### src/rtl/bsr_pkg.sv
package bsr_pkg;
   typedef enum logic {
      ST_HUNT  = 1'b0,
      ST_STAMP = 1'b1
   } bsr_state_e;
endpackage

### src/rtl/bsr_preamble.sv
// Alternating-run detector: flags the bit that completes SYNC_LEN toggles.
module bsr_preamble #(
   parameter int SYNC_LEN = 80
) (
   input  logic clk,
   input  logic rst_n,
   input  logic en,
   input  logic bit_in,
   input  logic bit_vld,
   output logic hit
);
   localparam int CW = $clog2(SYNC_LEN + 1);
   localparam logic [CW-1:0] LAST = CW'(SYNC_LEN - 1);

   if (SYNC_LEN < 2) begin : g_chk_len
      $error("bsr_preamble: SYNC_LEN must be at least 2");
   end

   logic [CW-1:0] run_q;
   logic          prev_q;
   logic          toggles;

   assign toggles = (run_q == '0) || (bit_in != prev_q);
   assign hit     = en && bit_vld && toggles && (run_q == LAST);

   always_ff @(posedge clk) begin
      if (!rst_n) begin
         run_q  <= '0;
         prev_q <= 1'b0;
      end else if (!en) begin
         run_q  <= '0;
      end else if (bit_vld) begin
         prev_q <= bit_in;
         if (!toggles)
            run_q <= CW'(1);
         else if (run_q == LAST)
            run_q <= '0;
         else
            run_q <= run_q + CW'(1);
      end
   end

   // gaps leave the run untouched while searching
   assert_gap_holds_run_R3: assert property (@(posedge clk) disable iff (!rst_n)
      (en && !bit_vld) |=> (run_q == $past(run_q)));

   // run count never passes the recognition point
   assert_run_bound_R2: assert property (@(posedge clk) disable iff (!rst_n)
      run_q <= LAST);
endmodule

### src/rtl/bsr_stamp.sv
// Timestamp shifter with gap timeout; owns the hunt/capture state.
module bsr_stamp
   import bsr_pkg::*;
#(
   parameter int TS_W  = 64,
   parameter int TMO_W = 8
) (
   input  logic             clk,
   input  logic             rst_n,
   input  logic             hit,
   input  logic             bit_in,
   input  logic             bit_vld,
   input  logic [TMO_W-1:0] idle_limit,
   output logic             hunting,
   output logic             done,
   output logic             abort,
   output logic [TS_W-1:0]  word
);
   localparam int BW = $clog2(TS_W);
   localparam logic [BW-1:0] LAST_BIT = BW'(TS_W - 1);

   if (TS_W < 2) begin : g_chk_w
      $error("bsr_stamp: TS_W must be at least 2");
   end
   if (TMO_W < 1) begin : g_chk_t
      $error("bsr_stamp: TMO_W must be at least 1");
   end

   bsr_state_e       state_q;
   logic [BW-1:0]    bcnt_q;
   logic [TS_W-1:0]  sreg_q;
   logic [TMO_W-1:0] idle_q;

   assign hunting = (state_q == ST_HUNT);
   assign done    = (state_q == ST_STAMP) && bit_vld && (bcnt_q == LAST_BIT);
   assign abort   = (state_q == ST_STAMP) && !bit_vld && (idle_q == idle_limit);
   assign word    = {sreg_q[TS_W-2:0], bit_in};

   always_ff @(posedge clk) begin
      if (!rst_n) begin
         state_q <= ST_HUNT;
         bcnt_q  <= '0;
         sreg_q  <= '0;
         idle_q  <= '0;
      end else begin
         case (state_q)
            ST_HUNT: begin
               if (hit) begin
                  state_q <= ST_STAMP;
                  bcnt_q  <= '0;
                  idle_q  <= '0;
               end
            end
            default: begin
               if (bit_vld) begin
                  sreg_q <= word;
                  bcnt_q <= bcnt_q + BW'(1);
                  idle_q <= '0;
                  if (done) state_q <= ST_HUNT;
               end else if (abort) begin
                  state_q <= ST_HUNT;
               end else begin
                  idle_q <= idle_q + TMO_W'(1);
               end
            end
         endcase
      end
   end

   // abort only inside a capture gap
   assert_abort_in_gap_R9: assert property (@(posedge clk) disable iff (!rst_n)
      abort |-> (!bit_vld && !hunting));

   // completion and abort are exclusive
   assert_done_not_abort_R9: assert property (@(posedge clk) disable iff (!rst_n)
      !(done && abort));

   // search resumes after a completed capture
   assert_done_rehunt_R10: assert property (@(posedge clk) disable iff (!rst_n)
      (done || abort) |=> hunting);
endmodule

### src/rtl/bsr_timer.sv
// Local hop timer: loads corrected timestamp, otherwise counts enables.
module bsr_timer #(
   parameter int TS_W       = 64,
   parameter int OFS_W      = 16,
   parameter bit SIGNED_OFS = 1'b0
) (
   input  logic             clk,
   input  logic             rst_n,
   input  logic             tick_en,
   input  logic             load_en,
   input  logic [TS_W-1:0]  load_word,
   input  logic [OFS_W-1:0] ofs,
   input  logic             clear_lock,
   output logic [TS_W-1:0]  time_q,
   output logic             locked_q,
   output logic             pulse_q
);
   if (OFS_W < 1 || OFS_W > TS_W) begin : g_chk_ofs
      $error("bsr_timer: OFS_W must lie in 1..TS_W");
   end

   logic [TS_W-1:0] ofs_ext;
   logic [TS_W-1:0] load_val;

   if (OFS_W == TS_W) begin : g_ofs_full
      assign ofs_ext = ofs;
   end else if (SIGNED_OFS) begin : g_ofs_sext
      assign ofs_ext = {{(TS_W-OFS_W){ofs[OFS_W-1]}}, ofs};
   end else begin : g_ofs_zext
      assign ofs_ext = {{(TS_W-OFS_W){1'b0}}, ofs};
   end

   assign load_val = load_word + ofs_ext + TS_W'(tick_en);

   always_ff @(posedge clk) begin
      if (!rst_n) begin
         time_q   <= '0;
         locked_q <= 1'b0;
         pulse_q  <= 1'b0;
      end else begin
         pulse_q <= load_en;
         if (load_en)       time_q <= load_val;
         else if (tick_en)  time_q <= time_q + TS_W'(1);
         if (load_en)         locked_q <= 1'b1;
         else if (clear_lock) locked_q <= 1'b0;
      end
   end

   // a non-load tick advances by exactly one
   assert_step_one_R7: assert property (@(posedge clk) disable iff (!rst_n)
      (!load_en && tick_en) |=> (time_q == $past(time_q) + TS_W'(1)));

   // no tick and no load keeps the time
   assert_hold_R7: assert property (@(posedge clk) disable iff (!rst_n)
      (!load_en && !tick_en) |=> $stable(time_q));

   // the load pulse lasts one cycle
   assert_pulse_single_R6: assert property (@(posedge clk) disable iff (!rst_n)
      pulse_q |=> !pulse_q);

   // a load always leaves the lock flag set
   assert_pulse_locked_R8: assert property (@(posedge clk) disable iff (!rst_n)
      pulse_q |-> locked_q);
endmodule

### src/rtl/beacon_sync_rx.sv
module beacon_sync_rx #(
   parameter int SYNC_LEN   = 80,
   parameter int TS_W       = 64,
   parameter int OFS_W      = 16,
   parameter int TMO_W      = 8,
   parameter bit SIGNED_OFS = 1'b0
) (
   input  logic             clk,
   input  logic             rst_n,
   input  logic             tick_en,
   input  logic             bit_in,
   input  logic             bit_vld,
   input  logic [OFS_W-1:0] dly_ofs,
   input  logic [TMO_W-1:0] idle_limit,
   output logic [TS_W-1:0]  local_time,
   output logic             locked,
   output logic             load_pulse
);
   logic            hunting;
   logic            sync_hit;
   logic            cap_done;
   logic            cap_abort;
   logic [TS_W-1:0] cap_word;

   bsr_preamble #(.SYNC_LEN(SYNC_LEN)) u_pre (
      .clk     (clk),
      .rst_n   (rst_n),
      .en      (hunting),
      .bit_in  (bit_in),
      .bit_vld (bit_vld),
      .hit     (sync_hit)
   );

   bsr_stamp #(.TS_W(TS_W), .TMO_W(TMO_W)) u_stamp (
      .clk        (clk),
      .rst_n      (rst_n),
      .hit        (sync_hit),
      .bit_in     (bit_in),
      .bit_vld    (bit_vld),
      .idle_limit (idle_limit),
      .hunting    (hunting),
      .done       (cap_done),
      .abort      (cap_abort),
      .word       (cap_word)
   );

   bsr_timer #(.TS_W(TS_W), .OFS_W(OFS_W), .SIGNED_OFS(SIGNED_OFS)) u_tmr (
      .clk        (clk),
      .rst_n      (rst_n),
      .tick_en    (tick_en),
      .load_en    (cap_done),
      .load_word  (cap_word),
      .ofs        (dly_ofs),
      .clear_lock (sync_hit),
      .time_q     (local_time),
      .locked_q   (locked),
      .pulse_q    (load_pulse)
   );

   // recognising a preamble drops the lock on the next cycle
   assert_hit_unlocks_R8: assert property (@(posedge clk) disable iff (!rst_n)
      sync_hit |=> !locked);

   // an abort never produces a load
   assert_abort_no_load_R9: assert property (@(posedge clk) disable iff (!rst_n)
      cap_abort |=> !load_pulse);
endmodule

### config.mk
export PLATFORM = sky130hd
export DESIGN_NAME = beacon_sync_rx
export DESIGN_NICKNAME = d
export VERILOG_FILES = /design/src/rtl/bsr_pkg.sv /design/src/rtl/bsr_preamble.sv /design/src/rtl/bsr_stamp.sv /design/src/rtl/bsr_timer.sv /design/src/rtl/beacon_sync_rx.sv
export SDC_FILE = /design/constraint.sdc
export NUM_CORES = 1
export LEC_CHECK = 0
export BUFFER_PORTS_ARGS = -buffer_cell sky130_fd_sc_hd__buf_2
export CORE_MARGIN = 1.5
export CORE_UTILIZATION = 64
export CTS_CLUSTER_SIZE = 24
export DETAILED_ROUTE_END_ITERATION = 7
export PLACE_DENSITY_LB_ADDON = 0.15
export RECOVER_POWER = 100
export SLEW_MARGIN = 40
export SYNTH_ARGS = -nofsm -noshare
export SYNTH_HDL_FRONTEND = slang
export SYNTH_HIERARCHICAL = 1
export SYNTH_SLANG_ARGS = --single-unit
### constraint.sdc
create_clock -name clk -period 8.37 [get_ports clk]
set_input_delay 1.2555 -clock clk [delete_from_list [all_inputs] [get_ports clk]]
set_output_delay 1.2555 -clock clk [all_outputs]
set_load 0.02 [all_outputs]
; ---- Word level (Yosys, flattened, before mapping)
; Index checks and enable logic that the tools add are counted.
[classes]
n_addsub = 6
eq_ne = 6
mux = 18
n_bitwise = 2
reduce_logical = 18
[ops]
columns = operator, n
row1 = two-way mux 64 bit, 2
row2 = adder 64 x 1 -> 64 bit, 1
row3 = "adder 64 x 1 -> 64 bit, second input constant", 1
row4 = adder 64 x 16 -> 64 bit, 1
row5 = two-way mux 8 bit, 4
row6 = two-way mux 6 bit, 3
row7 = two-way mux 7 bit, 2
row8 = "adder 8 x 1 -> 8 bit, second input constant", 1
row9 = == test 8 bit, 1
row10 = AND reduction 2 bit, 4
row11 = "adder 7 x 1 -> 7 bit, second input constant", 1
row12 = "== test 7 bit, second input constant", 1
row13 = logical AND 1 bit, 7
row14 = zero test 7 bit, 1
row15 = two-way mux 1 bit, 7
row16 = "adder 6 x 1 -> 6 bit, second input constant", 1
row17 = "== test 6 bit, second input constant", 1
row18 = nonzero test 2 bit, 3
row19 = "!= test 3 bit, second input constant", 1
row20 = "!= test 2 bit, second input constant", 1
row21 = inverter 1 bit, 2
row22 = OR reduction 2 bit, 1
row23 = zero test 1 bit, 1
row24 = logical OR 1 bit, 1
row25 = != test 1 bit, 1
[totals]
reg_bits = 152
out_inout_bits = 66

; ---- Logic depth before layout (Yosys ltp)
[depth]
depth_word = 6
mapped_depth = 11
depth_no_buf = 9

; ---- By module
; Netlist, hierarchy kept.
[by_module_without_submodules]
columns = module, instances, cells_per_inst, area_per_inst_um2, seq_area_each_um2
row1 = bsr_timer, 1, 677, 5246.3, 1321.3
row2 = bsr_stamp, 1, 377, 3001.6, 1561.5
row3 = bsr_preamble, 1, 54, 445.4, 160.2

; ---- Least setup slack after synthesis
; Ideal clock, no wire load.
[synth_timing]
kind = in2reg
from = in bit_in
to = reg u_tmr.time_q[50]
setup_ps = 91
t_arrival_ps = 3912
t_required_ps = 8279
setup_slack_ps = 4367
cell_stages = 11
path_cell_list = buf_4 -> fa_1 -> fa_1 -> a211oi_1 -> o211ai_2 -> a31oi_2 -> o31ai_4 -> nand4_2 -> clkbuf_1 -> o31ai_1 -> a311oi_1
[synth_between]
elab_chain_cells = 3
[synth_lines]
columns = element, line_no
row1 = start: declaration, beacon_sync_rx.sv:11  ; input logic bit_in,
row2 = adder 64 x 16 -> 64 bit, bsr_timer.sv:33  ; assign load_val = load_word + ofs_ext + TS_W'(tick_en);
row3 = adder 64 x 1 -> 64 bit, bsr_timer.sv:33
row4 = two-way mux 64 bit, bsr_timer.sv:42  ; if (load_en) time_q <= load_val;
row5 = end signal: assignment, bsr_timer.sv:42
row6 = end signal: assignment, bsr_timer.sv:43  ; else if (tick_en) time_q <= time_q + TS_W'(1);
row7 = end: declaration, bsr_timer.sv:14  ; output logic [TS_W-1:0] time_q,
; Every way passes these cells.
; A chain may end at the register's enable or synchronous reset.

; ---- Worst setup path in the final report
[layout_timing]
from = in bit_vld
to = reg u_tmr.time_q[29]
[layout_between]
elab_chain_cells = 3
word_cells_on_any_way = 4
[layout_lines]
columns = element, line_no
row1 = start: declaration, beacon_sync_rx.sv:12  ; input logic bit_vld,
row2 = logical AND 1 bit (*) (2 in series), bsr_stamp.sv:35  ; assign done = (state_q == ST_STAMP) && bit_vld && (bcnt_q == LAST_BIT);
row3 = via cap_done, beacon_sync_rx.sv:21  ; logic cap_done;
row4 = two-way mux 64 bit or nonzero test 2 bit (tied branches), n/a
; The timed path passes the listed nets; every way through them passes the cells marked *.

==> results.md <==
* CP endpoint kind: register
* Mapped Area at 0.00869 mm2
* Synth warn at 6
* Hold Fails Final Rpt at 0
* Commonest non-fill, non-tap cells in the layout: nand2_1 (183), dfxtp_1 (152), a21oi_1 (103), xnor2_1 (84), clkbuf_1 (69)
* Postcts setup bufs at 0
* Wirelength per Cell at 17.8 um
* Slew headroom at -94.6%
* Outcome: finished with violations
* Count of hold-fix buffers inserted at cts at 0
* H-Tree Depth at 4
* Global-route wire length before repair at 38400 um
* Total GRT Usage at 33.6%
* Grt met1 use at 50.1%
* Fraction of layout cells with a size suffix above 1 at 6.66%
* Worst skew pair latency at 0.42 ns
* Initial drt markers at 1137
* Setup TNS at 0 ns
* Post-Synthesis Mean Instance Area at 7.85 um2
* Max Slew Vio Count at 174
* Worst EP required at 8.63 ns
* Die ar. at 0.0143 mm2
* Antenna-violating nets left at 0
* Reg-to-Reg Start: u_stamp/state_q
* Net Count, Synth at around 1200
* Clock root cell: clkbuf_16
* Max_cap viols at 3
* Worst setup path endpoint: u_tmr/time_q[29]
* Tmin final at 5.99 ns
* Crit path launch type: primary input
* Via count at 8710
* Post-synth ARST share at 0%
* Failing checks: max-capacitance violations, max-slew violations
* Area of placed instances at roughly 0.009 mm2
* Post-synth top flop: dfxtp_1
* Maximum fanout along the worst path at 79
* CTS sink cnt at 152
* CP startpoint: bit_vld
* Final Setup Violations at 0
* RSZ-0062 raised after global routing: false
* Starting Density at 65.6%
* Worst reg2reg path endpoint: u_tmr/time_q[29]
* Vias in the first global route at 7475
* Core ar. at 0.0132 mm2
* Seq/Total Area, Yosys at a little over a third
* Syn-to-layout area delta at 11.9%
* Cells after Synth at 1108
* # IOs at 95
* CTS resizes at 0
* Die width at 120 um
* Clk buf depth at 2
* Met3 Track Usage GR at 5.80%
* GRT busiest layer: met1
* Post-Route Skew at roughly 0.0064 ns
* Internal reg-to-reg setup slack at 2.99 ns
* Remaining DRCs at 0
* FMAX at 167 MHz
* Peak VDD IR at about 0.13 mV
* Die height at 120 um
* Hold Crit Class: reg -> reg
* Number of flops mapped to enable cells by yosys at 0
* CP Data Arrival Time at 6.24 ns
* CP Class: in -> reg
* Tightest Pin Transition at 2.92 ns
* I/O Buffers at 94
* Layout net count at 1225
* Design area at 0.00973 mm2
* Final period util at between 70% and 80%
* Power Dens Cells at 162 mW/mm2
* Post-Route WL at between 20000 and 25000 um
* Synth Register Bits at 152
* Antenna violations before repair at 0
* CTS clk-pin slew, worst paths at 0.06 ns
* DP Wirelength at 16900 um
* Routability Congestion at 0.948
* Diode count at 0
* CTS Buf Count at 17
* Number of cells on the worst reg-to-reg path at 8
* Grt total ovfl at 0
* Largest net degree at the start of global routing at 80
* DR vias/cell at 6.40
* Met2 Resource Use GR at 49.6%
* 1st-pass router iterations at 6
* Leakage at 3.20 nW
* CTS tree: built
* Unique masters post-synth at 72
* Most common cell after layout, fill and taps aside: nand2_1
* Num rows at 42
-- stage by stage --
| step | hold WS [ns] | utilization [%] | instances | total power [W] | worst slack, ns |
|---|---|---|---|---|---|
| 5_1_grt | 0.503 | 73.5 | 1362 | 0.00162 | 1.99 |
| 6_report | 0.479 | 73.5 | 1362 | 0.00157 | 2.38 |
| 3_5_place_dp | 0.470 | 69.6 | 1331 | 0.000804 | 3.60 |
| 2_1_floorplan | 0.444 | - | 1108 | 0.000784 | 4.37 |
| 4_1_cts | 0.479 | 74.2 | 1362 | 0.00158 | 4.02 |
| 3_3_place_gp | 0.456 | 69.6 | 1331 | 0.000803 | 3.75 |
-- kinds of logic (layout without fill, tap and decap cells) --
family                     count (synthesis)  after routing  synth area share (%)
buffers and inverters                     78            156                  3.53
adders and majority gates                 22             22                  3.34
muxes                                      4              4                 0.461
and+or+nand+nor                          481            481                  27.7
DFF                                      152            152                  35.0
AOI/OAI and AO/OA                        247            247                  17.5
xor gates and xnor gates                 124            124                  12.5
-- flip-flops by register name, summed over array words and instances (netlist names) --
name and flops:
u_pre/prev_q 1, u_pre/run_q 7, u_stamp/bcnt_q 6, u_stamp/idle_q 8
u_stamp/sreg_q 63, u_stamp/state_q 1, u_tmr/locked_q 1, u_tmr/pulse_q 1
u_tmr/time_q 64
-- layout make-up --
type | count | area [um2]
multi-input cells | 878 | 5360
fillers | 1093 | 3510
flip-flops and latches | 152 | 3040
clock buffers | 17 | 425
repair buffers | 98 | 409
well taps | 176 | 220
clock inverters | 14 | 174
inverters | 27 | 101
-- worst min-delay path by stage --
| stage | start | end | slack [ns] | cells past startpoint |
|---|---|---|---|---|
| finish | u_stamp/sreg_q[57] | u_stamp/sreg_q[57] | 0.48 | 2 |
| global route | u_stamp/sreg_q[1] | u_stamp/sreg_q[2] | 0.50 | 2 |
| CTS | u_stamp/sreg_q[57] | u_stamp/sreg_q[57] | 0.48 | 2 |
| detailed placement | u_stamp/sreg_q[57] | u_stamp/sreg_q[57] | 0.47 | 2 |
| global placement | u_stamp/sreg_q[57] | u_stamp/sreg_q[58] | 0.46 | 2 |
| floorplan | u_stamp/bcnt_q[3] | u_stamp/bcnt_q[3] | 0.44 | 1 |
-- per-layer routing --
layer	vias up	wire (um)	part of all wire, %
met5	-	0	0
met4	0	371	1.5
met3	34	2450	10
li1	4112	-	-
met2	464	10700	44
met1	4100	10700	44
-- report_power, final --
part | switching, W | leakage (nW) | internal, W | total [W]
clock network | 0.000316 | 0.282 | 0.000469 | 0.000786
logic | 0.0000394 | 1.70 | 0.0000208 | 0.0000602
registers | 0.00000284 | 1.22 | 0.000725 | 0.000728
-- critical path: stages --
cell and delay (ns):
buf_2 0.31, inv_1 0.15, nor2_4 0.09, clkbuf_1 1.93, and4_2 0.46, buf_4 0.61, clkinv_1 0.46, nand2_1 0.70
o22ai_1 0.22
-- cells in the mapped netlist, drive strengths merged, types with 5 or more instances --
library cell / n / area (um2)
and4: 14 / 123
nand3: 53 / 265
nor2b: 6 / 37.5
a31oi: 9 / 62.6
o22ai: 25 / 156
or4: 5 / 37.5
buf: 11 / 53.8
a21o: 14 / 106
o21ai: 39 / 195
dfxtp: 152 / 3040
inv: 26 / 97.6
a211oi: 18 / 135
nand4: 50 / 332
nor4: 20 / 161
and3: 16 / 100
ha: 20 / 250
clkbuf: 40 / 151
nand2: 184 / 691
a311oi: 5 / 43.8
or3: 7 / 43.8
a211o: 5 / 43.8
xor2: 40 / 350
o31ai: 5 / 51.3
nor3: 41 / 216
xnor2: 84 / 736
a21oi: 103 / 515
nor2: 63 / 241
Note: power is estimated with default switching activity, not from simulation.
